File: src/rtl/exc_stacker.sv
module exc_stacker #(
  parameter int NUM_W = 9,
  parameter int AW    = 32
) (
  input  logic             clk,
  input  logic             rst_n,
  input  logic             exc_req,
  input  logic [NUM_W-1:0] exc_num,
  input  logic [31:0]      r0,
  input  logic [31:0]      r1,
  input  logic [31:0]      r2,
  input  logic [31:0]      r3,
  input  logic [31:0]      r12,
  input  logic [31:0]      lr_in,
  input  logic [31:0]      pc_in,
  input  logic [31:0]      xpsr_in,
  input  logic             mode_in,
  input  logic             spsel_in,
  input  logic [AW-1:0]    msp_in,
  input  logic [AW-1:0]    psp_in,
  output logic             mem_wr,
  output logic [AW-1:0]    mem_addr,
  output logic [31:0]      mem_wdata,
  input  logic             mem_ready,
  output logic             done,
  output logic [31:0]      lr_out,
  output logic [AW-1:0]    msp_out,
  output logic [AW-1:0]    psp_out,
  output logic             mode_out,
  output logic             spsel_out,
  output logic [31:0]      xpsr_out
);
  localparam int WORDS    = 8;
  localparam int IDX_W    = $clog2(WORDS);
  localparam int IPSR_W   = 9;
  localparam int FRAME_B  = WORDS * 4;
  localparam logic [31:0] RET_HND = 32'hFFFF_FFF1;
  localparam logic [31:0] RET_MSP = 32'hFFFF_FFF9;
  localparam logic [31:0] RET_PSP = 32'hFFFF_FFFD;

  logic              busy;
  logic [IDX_W-1:0]  idx;
  logic [AW-1:0]     base;
  logic              mode_q, spsel_q;
  logic [NUM_W-1:0]  num_q;
  logic [AW-1:0]     msp_q, psp_q;
  logic [31:0]       xpsr_q;
  logic [31:0]       frame [WORDS];

  wire accept  = exc_req && !busy;
  wire use_psp = !mode_in && spsel_in;
  wire last    = busy && mem_ready && (idx == IDX_W'(WORDS - 1));
  wire q_psp   = !mode_q && spsel_q;

  assign mem_wr    = busy;
  assign mem_addr  = base + AW'({idx, 2'b00});
  assign mem_wdata = frame[idx];

  always_ff @(posedge clk) begin
    if (accept) begin
      frame[0] <= r0;
      frame[1] <= r1;
      frame[2] <= r2;
      frame[3] <= r3;
      frame[4] <= r12;
      frame[5] <= lr_in;
      frame[6] <= pc_in;
      frame[7] <= {xpsr_in[31:IPSR_W], mode_in ? xpsr_in[IPSR_W-1:0] : {IPSR_W{1'b0}}};
    end
  end

  always_ff @(posedge clk or negedge rst_n) begin
    if (!rst_n) begin
      busy    <= 1'b0;
      idx     <= '0;
      base    <= '0;
      mode_q  <= 1'b0;
      spsel_q <= 1'b0;
      num_q   <= '0;
      msp_q   <= '0;
      psp_q   <= '0;
      xpsr_q  <= '0;
    end else if (accept) begin
      busy    <= 1'b1;
      idx     <= '0;
      base    <= (use_psp ? psp_in : msp_in) - AW'(FRAME_B);
      mode_q  <= mode_in;
      spsel_q <= spsel_in;
      num_q   <= exc_num;
      msp_q   <= msp_in;
      psp_q   <= psp_in;
      xpsr_q  <= xpsr_in;
    end else if (busy && mem_ready) begin
      idx <= idx + 1'b1;
      if (last) busy <= 1'b0;
    end
  end

  always_ff @(posedge clk or negedge rst_n) begin
    if (!rst_n) begin
      done      <= 1'b0;
      lr_out    <= '0;
      msp_out   <= '0;
      psp_out   <= '0;
      mode_out  <= 1'b0;
      spsel_out <= 1'b0;
      xpsr_out  <= '0;
    end else begin
      done <= last;
      if (last) begin
        lr_out    <= mode_q ? RET_HND : (spsel_q ? RET_PSP : RET_MSP);
        msp_out   <= q_psp ? msp_q : base;
        psp_out   <= q_psp ? base  : psp_q;
        mode_out  <= 1'b1;
        spsel_out <= 1'b0;
        xpsr_out  <= {xpsr_q[31:IPSR_W], IPSR_W'(num_q)};
      end
    end
  end
endmodule

File: config.mk
export PLATFORM = sky130hd
export DESIGN_NAME = exc_stacker
export DESIGN_NICKNAME = d
export VERILOG_FILES = /design/src/rtl/exc_stacker.sv
export SDC_FILE = /design/constraint.sdc
export NUM_CORES = 1
export LEC_CHECK = 0
export CAP_MARGIN = 0
export CORE_AREA = 2 2 209 211
export CTS_CLUSTER_SIZE = 14
export DETAILED_ROUTE_END_ITERATION = 16
export DIE_AREA = 0 0 211 213
export PLACE_DENSITY = 0.88
export SKIP_LAST_GASP = 1
export SLEW_MARGIN = 15
export SYNTH_ARGS = -nofsm -noshare
export SYNTH_HDL_FRONTEND = slang
export SYNTH_SLANG_ARGS = --single-unit
File: constraint.sdc
create_clock -name clk -period 19.73 [get_ports clk]
set_input_delay 5.919 -clock clk [delete_from_list [all_inputs] [get_ports clk]]
set_output_delay 5.919 -clock clk [all_outputs]
set_load 0.05 [all_outputs]
==> impl_metrics.json <==
{
  "outcome": "finished clean",
  "drive_above_1_share_pct": 10.1,
  "ctsHoldBuffers": 0,
  "drtIter0Drc": 1644,
  "synth_seq_cells": 490,
  "async_flop_share_pct": 47.8,
  "critPathLaunchType": "flip-flop",
  "place.gp.congestion": 0.879,
  "die_area_mm2": 0.0449,
  "numPortBuffers": 528,
  "wl_mm": 68.0,
  "first_global_vias": 15822,
  "die_w_um": 211,
  "ys_warn_count": 0,
  "crit_required_ns": 13.81,
  "ctsResizeCount": 0,
  "start_util_pct": 49.4,
  "synth_commonest_cells": "nand2_1, edfxtp_1, dfrtp_1, mux2i_1, o21ai_0",
  "p_per_area_mw_per_mm2": 156,
  "clock-sinks": 490,
  "synth_top_area_share_pct": 36.4,
  "fin_crit_sh_pct": 52.0,
  "core_area_mm2": 0.0427,
  "drcViolationCount": 0,
  "fmax_mhz": 97.4,
  "cts_tree": "built",
  "synth_edf_count": 256,
  "hp-class": "reg2reg",
  "yosys.cell_count.top_type": "nand2_1",
  "grt_max_degree": 153,
  "syn_to_final_growth_pct": 34.0,
  "antenna_found_initial": 14,
  "yosys_most_used_dff": "edfxtp_1",
  "synth_top_cell_by_area": "edfxtp_1",
  "synth_area_mm2": 0.0211,
  "avgSynthCellArea_um2": 12.6,
  "setup_viol": 0,
  "post-route-min-period_ns": 10.27,
  "worst_pin_slew_ns": 1.13,
  "synth_cells": 1679,
  "via_per_inst": 5.75,
  "synthTopCellsByArea": "edfxtp_1, dfrtp_1, nand2_1, mux4_2, mux2i_1",
  "cts_root_buf": "clkbuf_16",
  "yosysUniqueCellTypes": 57,
  "postCtsSetupBuffers": 0,
  "grt_setup_unrepaired": "false",
  "dp_cells": 2640,
  "vdd_drop_max_mv": 0.124,
  "clk_latency_ns": 0.61,
  "max_slew_margin_pct": 24.6,
  "final_max_slew_viol_count": 0,
  "htreeDepth": 2,
  "synth.mux.area_fraction_pct": 13.2,
  "synth-compound-area-share_pct": 4.05,
  "fin_setup_tns_ns": 0,
  "cts_max_path_buffers": 3,
  "antenna_left": 0,
  "synth_fa_ha_area_share_pct": 0.451,
  "synthSimpleGateAreaFrac_pct": 13.5,
  "io_pins": 531,
  "fp.dieH_um": 213,
  "maxCapViolations": 0,
  "cts_buffers": 50,
  "first_pass_iters": 7,
  "fin_skew_ns": 0.0288,
  "final_hold_viol_count": 0,
  "grt_use_total_pct": 29.5,
  "drt-wirelength-per-cell_um": 24.8,
  "dr_total_vias": 15775,
  "place_hpwl_mm": 44.2,
  "grt_overflow": 0,
  "synth_top_family_by_area": "simple AND/OR/NAND/NOR gates",
  "path_class": "reg2out",
  "grt_pass1_wl_mm": 98.8,
  "fp-row-count": 76,
  "cp.arrival_ns": 4.35,
  "instances_no_fill": 2743,
  "clkSlewWorstSetupHoldPaths_ns": 0.06,
  "leakage_nw": 11.2,
  "nets": 2489,
  "end_kind": "output port",
  "crit_fanout": 35,
  "synth_xor_xnor_area_share_pct": 1.37,
  "synth-seq-area-share_pct": 64.2
}
## critical path: stages (launching register included)
cell and delay, ns:
dfrtp_2 1.06, ha_1 0.32, a21oi_1 0.22, nor3_1 0.90, nand3_1 0.21, xnor2_1 0.20, clkdlybuf4s50_1 0.82
## through the flow
stage                     setup WS [ns]  hold slack, ns  util, %  area (µm²)  power, mW
after floorplan                    5.44           0.438        -       21100       2.82
final                              9.46           0.459     66.2       28300       4.42
after detailed placement           9.84           0.451     62.3       26600       3.46
after global routing               9.27           0.490     66.2       28300       4.59
after CTS                          9.50           0.465     66.1       28200       4.43
after global placement             9.94           0.446     62.3       26600       3.41
## per-layer routing
metal	track usage, %	part of all wire, %	vias to the layer above
met4	15.3	5.3	16
li1	-	-	6852
met5	0	0.17	-
met2	49.4	49	921
met1	34.1	34	7774
met3	9.34	11	212
## final timing paths
check                           cells after the start  slack [ns]  startpoint      endpoint
worst max-delay path                                6        9.46      idx[2]  mem_addr[31]
worst min-delay path                                2        0.46  xpsr_q[11]  xpsr_out[11]
min in group asynchronous                           1        5.35       rst_n   psp_out[25]
worst max register to register                      4       15.63      mem_wr  frame[0][10]
worst min register to register                      2        0.46  xpsr_q[11]  xpsr_out[11]
max in group asynchronous                           2       12.85       rst_n   xpsr_out[4]
## layout by cell type, fill, tap and decap left out, types with 8 or more instances in the layout
cell,count
clkdlybuf4s50_1,527
nand2_1,518
edfxtp_1,256
dfrtp_1,231
mux2i_1,85
o21ai_0,80
mux4_2,64
nor2_1,52
clkbuf_16,52
mux2_2,40
xnor2_1,25
nand3_1,18
buf_4,16
nand4_1,15
o31ai_1,13
and2_1,11
or3_1,11
clkinv_2,11
and4_1,10
clkinv_1,9
diode_2,8
a21oi_1,8
nor3_1,8
xor2_1,8
a31oi_1,8
## report_power, final
group / leakage (nW) / total, mW / switching, mW / internal [mW]
logic: 5.15 / 1.94 / 1.23 / 0.710
clock network: 0.784 / 0.943 / 0.422 / 0.521
registers: 5.28 / 1.54 / 0.214 / 1.32
total: 11.2 / 4.42 / 1.87 / 2.56
## sequential cells by signal (all words and copies together), names as in the netlist, 3 cells and up
signal	flops
num_q	9
frame	256
xpsr_out	32
psp_out	32
msp_q	32
idx	3
psp_q	32
xpsr_q	23
msp_out	32
lr_out	3
base	32
## kinds of logic (layout without fill, tap and decap cells)
family | count (synthesis) | after routing
buf+inv | 138 | 647
flops | 490 | 490
xor+xnor | 33 | 33
fa+ha+maj | 7 | 7
other cells | 1 | 10
compound gates | 141 | 141
mux | 192 | 192
simple gates | 677 | 677
## final cells by class
| type | instances | area, µm² |
|---|---|---|
| inverters | 8 | 37.5 |
| diodes | 8 | 20.0 |
| well taps | 546 | 683 |
| clock inverters | 33 | 270 |
| fillers | 2920 | 14400 |
| multi-input cells | 1052 | 6920 |
| flip-flops and latches | 490 | 13500 |
| clock buffers | 61 | 1360 |
| repair buffers | 545 | 5440 |
Note: power is estimated with default switching activity, not from simulation.
